<file path="src/rtl/wake_sb_pkg.sv">
package wake_sb_pkg;
  // Per-cycle strobes issued by the control half to the datapath half.
  typedef struct packed {
    logic allocEn;   // clear a register bit
    logic wakeEn;    // broadcast compare against pending operands
    logic sbSetEn;   // broadcast may set the register bit
    logic dispEn;    // a slot is being written
  } sbStrobes_t;
endpackage

</file>
<file path="src/rtl/wake_sb_ctrl.sv">
module wake_sb_ctrl
  import wake_sb_pkg::*;
#(
  parameter int TAG_W     = 4,
  parameter int NUM_SLOTS = 4,
  parameter int SLOT_W    = 2
) (
  input  logic                 allocValid,
  input  logic [TAG_W-1:0]     allocTag,
  input  logic                 wakeValid,
  input  logic [TAG_W-1:0]     wakeTag,
  input  logic                 dispValid,
  input  logic [SLOT_W-1:0]    dispSlot,
  input  logic [NUM_SLOTS-1:0] dropMask,
  output sbStrobes_t           strobes,
  output logic [NUM_SLOTS-1:0] slotWrite,
  output logic [NUM_SLOTS-1:0] slotDrop
);
  logic sameTag;

  assign sameTag = allocValid && wakeValid && (allocTag == wakeTag);

  always_comb begin
    strobes.allocEn = allocValid;
    strobes.wakeEn  = wakeValid;
    strobes.sbSetEn = wakeValid && !sameTag;   // a claim beats a broadcast
    strobes.dispEn  = dispValid;
  end

  for (genvar s = 0; s < NUM_SLOTS; s++) begin : g_slotDec
    assign slotWrite[s] = dispValid && (dispSlot == SLOT_W'(s));
    assign slotDrop[s]  = dropMask[s] && !slotWrite[s];  // dispatch wins
  end
endmodule

</file>
<file path="src/rtl/wake_sb_data.sv">
module wake_sb_data
  import wake_sb_pkg::*;
#(
  parameter int NUM_REGS  = 16,
  parameter int TAG_W     = 4,
  parameter int NUM_SLOTS = 4,
  parameter int SLOT_W    = 2,
  localparam int NUM_SRC  = 2
) (
  input  logic                 clk,
  input  logic                 rstN,
  input  sbStrobes_t           strobes,
  input  logic [NUM_SLOTS-1:0] slotWrite,
  input  logic [NUM_SLOTS-1:0] slotDrop,
  input  logic [TAG_W-1:0]     allocTag,
  input  logic [TAG_W-1:0]     wakeTag,
  input  logic [NUM_SRC-1:0]   dispSrcValid,
  input  logic [TAG_W-1:0]     dispSrc0,
  input  logic [TAG_W-1:0]     dispSrc1,
  output logic [NUM_SLOTS-1:0] readyMask,
  output logic                 readyValid,
  output logic [SLOT_W-1:0]    readySlot,
  output logic [NUM_REGS-1:0]  regReady
);
  logic [NUM_REGS-1:0] sbBits;
  logic [TAG_W-1:0]    dispSrc [NUM_SRC];
  logic [NUM_SRC-1:0]  dispRdy;

  assign dispSrc[0] = dispSrc0;
  assign dispSrc[1] = dispSrc1;

  // Register ready bits
  always_ff @(posedge clk) begin
    if (!rstN) begin
      sbBits <= '1;
    end else begin
      for (int r = 0; r < NUM_REGS; r++) begin
        if (strobes.allocEn && allocTag == TAG_W'(r)) begin
          sbBits[r] <= 1'b0;
        end else if (strobes.sbSetEn && wakeTag == TAG_W'(r)) begin
          sbBits[r] <= 1'b1;
        end
      end
    end
  end

  assign regReady = sbBits;

  // Operand readiness at dispatch, including the same-cycle broadcast.
  always_comb begin
    for (int k = 0; k < NUM_SRC; k++) begin
      dispRdy[k] = !dispSrcValid[k] || sbBits[dispSrc[k]] ||
                   (strobes.wakeEn && wakeTag == dispSrc[k]);
    end
  end

  // Waiting slots
  for (genvar s = 0; s < NUM_SLOTS; s++) begin : g_slot
    logic               entValid;
    logic [NUM_SRC-1:0] opRdy;
    logic [TAG_W-1:0]   opTag [NUM_SRC];

    always_ff @(posedge clk) begin
      if (!rstN) begin
        entValid <= 1'b0;
        opRdy    <= '0;
        for (int k = 0; k < NUM_SRC; k++) opTag[k] <= '0;
      end else if (slotWrite[s] && strobes.dispEn) begin
        entValid <= 1'b1;
        opRdy    <= dispRdy;
        for (int k = 0; k < NUM_SRC; k++) opTag[k] <= dispSrc[k];
      end else if (slotDrop[s]) begin
        entValid <= 1'b0;
        opRdy    <= '0;
      end else if (entValid && strobes.wakeEn) begin
        for (int k = 0; k < NUM_SRC; k++) begin
          if (opTag[k] == wakeTag) opRdy[k] <= 1'b1;
        end
      end
    end

    assign readyMask[s] = entValid && (&opRdy);
  end

  // Lowest ready slot
  always_comb begin
    logic found;
    found     = 1'b0;
    readySlot = '0;
    for (int s = 0; s < NUM_SLOTS; s++) begin
      if (!found && readyMask[s]) begin
        readySlot = SLOT_W'(s);
        found     = 1'b1;
      end
    end
  end

  assign readyValid = |readyMask;
endmodule

</file>
<file path="src/rtl/wake_scoreboard.sv">
module wake_scoreboard
  import wake_sb_pkg::*;
#(
  parameter int NUM_INT_REGS = 8,
  parameter int NUM_FP_REGS  = 8,
  parameter int NUM_SLOTS    = 4,
  localparam int NUM_REGS    = NUM_INT_REGS + NUM_FP_REGS,
  localparam int TAG_W       = $clog2(NUM_REGS),
  localparam int SLOT_W      = $clog2(NUM_SLOTS)
) (
  input  logic                 clk,
  input  logic                 rstN,
  input  logic                 allocValid,
  input  logic [TAG_W-1:0]     allocTag,
  input  logic                 wakeValid,
  input  logic [TAG_W-1:0]     wakeTag,
  input  logic                 dispValid,
  input  logic [SLOT_W-1:0]    dispSlot,
  input  logic [1:0]           dispSrcValid,
  input  logic [TAG_W-1:0]     dispSrc0,
  input  logic [TAG_W-1:0]     dispSrc1,
  input  logic [NUM_SLOTS-1:0] dropMask,
  output logic [NUM_SLOTS-1:0] readyMask,
  output logic                 readyValid,
  output logic [SLOT_W-1:0]    readySlot,
  output logic [NUM_REGS-1:0]  regReady
);
  sbStrobes_t           strobes;
  logic [NUM_SLOTS-1:0] slotWrite;
  logic [NUM_SLOTS-1:0] slotDrop;

  wake_sb_ctrl #(
    .TAG_W(TAG_W), .NUM_SLOTS(NUM_SLOTS), .SLOT_W(SLOT_W)
  ) u_ctrl (
    .allocValid(allocValid), .allocTag(allocTag),
    .wakeValid(wakeValid),   .wakeTag(wakeTag),
    .dispValid(dispValid),   .dispSlot(dispSlot),
    .dropMask(dropMask),
    .strobes(strobes), .slotWrite(slotWrite), .slotDrop(slotDrop)
  );

  wake_sb_data #(
    .NUM_REGS(NUM_REGS), .TAG_W(TAG_W), .NUM_SLOTS(NUM_SLOTS), .SLOT_W(SLOT_W)
  ) u_data (
    .clk(clk), .rstN(rstN), .strobes(strobes),
    .slotWrite(slotWrite), .slotDrop(slotDrop),
    .allocTag(allocTag), .wakeTag(wakeTag),
    .dispSrcValid(dispSrcValid), .dispSrc0(dispSrc0), .dispSrc1(dispSrc1),
    .readyMask(readyMask), .readyValid(readyValid),
    .readySlot(readySlot), .regReady(regReady)
  );
endmodule

</file>
<file path="config.mk">
export PLATFORM = sky130hd
export DESIGN_NAME = wake_scoreboard
export DESIGN_NICKNAME = d
export VERILOG_FILES = /design/src/rtl/wake_sb_pkg.sv /design/src/rtl/wake_sb_ctrl.sv /design/src/rtl/wake_sb_data.sv /design/src/rtl/wake_scoreboard.sv
export SDC_FILE = /design/constraint.sdc
export NUM_CORES = 1
export LEC_CHECK = 0
export BUFFER_PORTS_ARGS = -buffer_cell sky130_fd_sc_hd__buf_2
export CAP_MARGIN = 20
export CORE_ASPECT_RATIO = 1.4
export CORE_MARGIN = 2
export CORE_UTILIZATION = 55
export DETAILED_ROUTE_END_ITERATION = 10
export PLACE_DENSITY = 0.78
export SLEW_MARGIN = 15
export SYNTH_ARGS = -nofsm -noshare
export SYNTH_HDL_FRONTEND = slang
export SYNTH_SLANG_ARGS = --single-unit
</file>
<file path="constraint.sdc">
create_clock -name clk -period 1.7 [get_ports clk]
set_input_delay 0.17 -clock clk [delete_from_list [all_inputs] [get_ports clk]]
set_output_delay 0.17 -clock clk [all_outputs]
set_load 0.005 [all_outputs]
</file>
==> metrics.md <==
| Metric | Value |
|---|---|
| Status | complete, no violations |
| Reg clk slew, reported paths | 0.07 ns |
| Global Route met1 Usage | 28.8% |
| GRT Util Overall | 28.2% |
| Initial drt markers | 140 |
| Slew HR | 28.1% |
| Vias per cell | 6.00 |
| Vias post-DR | 2773 |
| Post-CTS setup buffer count | 0 |
| Avg Cell Area, Syn | 10.1 µm² |
| Synth top area cells | edfxtp_1 30%, dfxtp_1 17%, xor2_1 7.9% |
| Hold Vio Cnt, Final | 0 |
| Post-Syn Instances | 318 |
| Post-DP HPWL | 6440 µm |
| Core area | 5780 µm² |
| Layout area overhead | 19.0% |
| Main combinational cell family by area after synthesis | simple AND/OR/NAND/NOR gates |
| Initial antenna violation count | 0 |
| # DRC | 0 |
| Max_cap viols | 0 |
| CP Data Required Time | 1.91 ns |
| Worst-margin pin slew | 1.07 ns |
| Post-Route WL | 8350 µm |
| Pwr per Cell Area | 885 nW/µm² |
| Initial core utilization | 55.8% |
| Cell area after synthesis | 3230 µm² |
| Clock Latency Late Sink | 0.34 ns |
| Worst Skew | 0.00415 ns |
| Final ANT Viol Nets | 0 |
| Yosys Warn Count | 0 |
| Gpl congestion | 0.901 |
| Setup violators final | 0 |
| CP Max Fanout | 4 |
| Longest Clk Path Bufs | 2 |
| Post-synth top area cell | edfxtp_1 |
| Ports | 52 |
| Total Power | 3.39 mW |
| Initial DRT Pass Iterations | 4 |
| Row count | 33 |
| Post-layout nets | 416 |
| Post-synth EDFFs | 32 |
| Final critical-path required period | 1.65 ns |
| Share of cells above drive strength 1 | 26.8% |
| Met2 Use GR | 49.2% |
| Die X | 68.7 µm |
| Largest net degree at the start of global routing | 17 |
| First-pass GRT wire length | 13100 µm |
| CTS root buffer | clkbuf_8 |
| CTS tree | yes |
| Comb pwr share | 12.8% |
| Asr flop ratio synth | 0% |
| Hold_buf cts | 0 |
| CP Data Arrival Time | 1.86 ns |
| Mux contribution to synthesized area | 6.17% |
| P_int | 2.54 mW |
| Clk sink count | 60 |
| Yosys cell types | 38 |
| Max Clock Freq | 607 MHz |
| Synth Register Bits | 60 |
| Simple-Gate Fraction of Synth Area | 19.7% |
| Leak | 1.57 nW |
| Fin Setup TNS | 0 ns |
| Post_cts resized | 0 |
| Clock power frac | 38.6% |
| VDD IR max | 0.790 mV |
| Crit Path Class | flop to flop |
| Adder-Cell Fraction of Synth Area | 0% |
| Die height | 94.6 µm |
| Avg WL per Cell | 18.1 µm |
| RSZ-0062 raised after global routing | no |
| Count leader, synth | edfxtp_1 |
| Met3 usage | 7.39% |
| Register area share after synthesis | 47.2% |
| Vias in the first global route | 2790 |
| GR Overflow Total | 0 |
| Share of the synthesized area in the top cell type | 29.8% |
| Total clock buffers created by CTS | 9 |
| Fin crit share | 96.9% |
| Compound-gate portion of the synthesized area | 11.5% |
| GR peak layer | met2 |
| Crit path capture type | flop |
| Port Buf Inserts | 51 |
| HP Class | primary input to flop |
| Startpoint class of the critical path | flop |
| Ant diodes | 0 |
| Switching Power | 853 µW |
| Register share of total power | 48.6% |
| H-tree levels | 3 |
| Top_reg_cell synth | edfxtp_1 |
| Pins over their slew limit | 0 |
| Xor-xnor portion of the synthesized cell area | 11.1% |
| Syn_nets | 347 |
| Switching Share | 25.1% |
| Die area | 6500 µm² |
| Most instantiated cells after synthesis | 32 x edfxtp_1, 29 x xor2_1, 28 x dfxtp_1, 28 x nor2_1, 22 x nand2_1 |
## power by group through the flow
| stage | clock network [mW] | logic (mW) | registers (mW) |
|---|---|---|---|
| detailed placement | 0 | 0.431 | 1.68 |
| global placement | 0 | 0.419 | 1.67 |
| floorplan | 0 | 0.284 | 1.67 |
| global route | 1.39 | 0.470 | 1.65 |
| CTS | 1.33 | 0.432 | 1.65 |
| finish | 1.31 | 0.435 | 1.65 |
## layout by cell type (no fill, tap or decap), types with 9 or more instances in the layout
cell      count
clkbuf_8     11
edfxtp_1     32
buf_2        51
nor3_1       19
nor2_1       28
o21ai_0      19
buf_4        26
dfxtp_1      28
and2_1       15
xor2_1       29
xnor2_1      12
nand2_1      22
o22ai_1       9
a21oi_1      13
## cells by family (layout without fill, tap and decap cells)
group                  after synthesis  after routing
flip-flops                          60             60
XOR/XNOR                            41             41
AO/OA/AOI/OAI                       59             59
multiplexers                        12             12
AND/OR/NAND/NOR                    124            124
buffers and inverters               22             96
## registers in the layout, summed over array words and instances, names as in the netlist
name / count
u_data.g_slot.entValid: 4
u_data.g_slot.opRdy: 8
u_data.g_slot.opTag: 32
u_data.regReady: 16
## final timing paths
| kind | start | endpoint | slack (ns) | cells past startpoint |
|---|---|---|---|---|
| setup reg to reg | u_data.regReady[5]$_SDFFE_PN1P_ | u_data.g_slot[0].opRdy[0]$_SDFFE_PN0P_ | 0.05 | 6 |
| hold / removal | dropMask[2] | u_data.g_slot[2].entValid$_SDFFE_PN0P_ | 0.10 | 4 |
| setup / recovery | u_data.regReady[5]$_SDFFE_PN1P_ | u_data.g_slot[0].opRdy[0]$_SDFFE_PN0P_ | 0.05 | 6 |
| hold reg to reg | u_data.g_slot[3].entValid$_SDFFE_PN0P_ | u_data.g_slot[3].entValid$_SDFFE_PN0P_ | 0.48 | 2 |
## critical path, stage by stage (launching register included)
cell	delay (ns)
dfxtp_1	0.35
mux4_2	0.48
nand2_1	0.09
o211ai_2	0.09
a311oi_2	0.26
buf_4	0.18
o22ai_1	0.08
## layout make-up
type	instances	area, µm²
multi-input cells	236	1560
flip-flops and latches	60	1520
clock buffers	12	155
fillers	478	1940
well taps	70	87.6
repair buffers	77	450
inverters	3	11.3
clock inverters	4	47.5
## routing by layer
| layer | up-vias | wire length (µm) |
|---|---|---|
| li1 | 1287 | - |
| met1 | 1296 | 2870 |
| met2 | 136 | 4410 |
| met3 | 54 | 511 |
| met4 | 0 | 556 |
| met5 | - | 0 |
## metrics by stage
stage               worst slack [ns]  hold slack, ns  cells  util [%]  instance area [µm²]
finish                        0.0535           0.101    462      66.4                 3840
global route                  0.0106           0.102    462      66.4                 3840
CTS                           0.0738          0.0802    462      66.4                 3840
detailed placement            0.0482           0.446    446      62.9                 3630
global placement               0.131           0.445    446      62.9                 3630
floorplan                      0.213           0.341    318         -                 3230
Note: power is estimated with default switching activity, not from simulation.
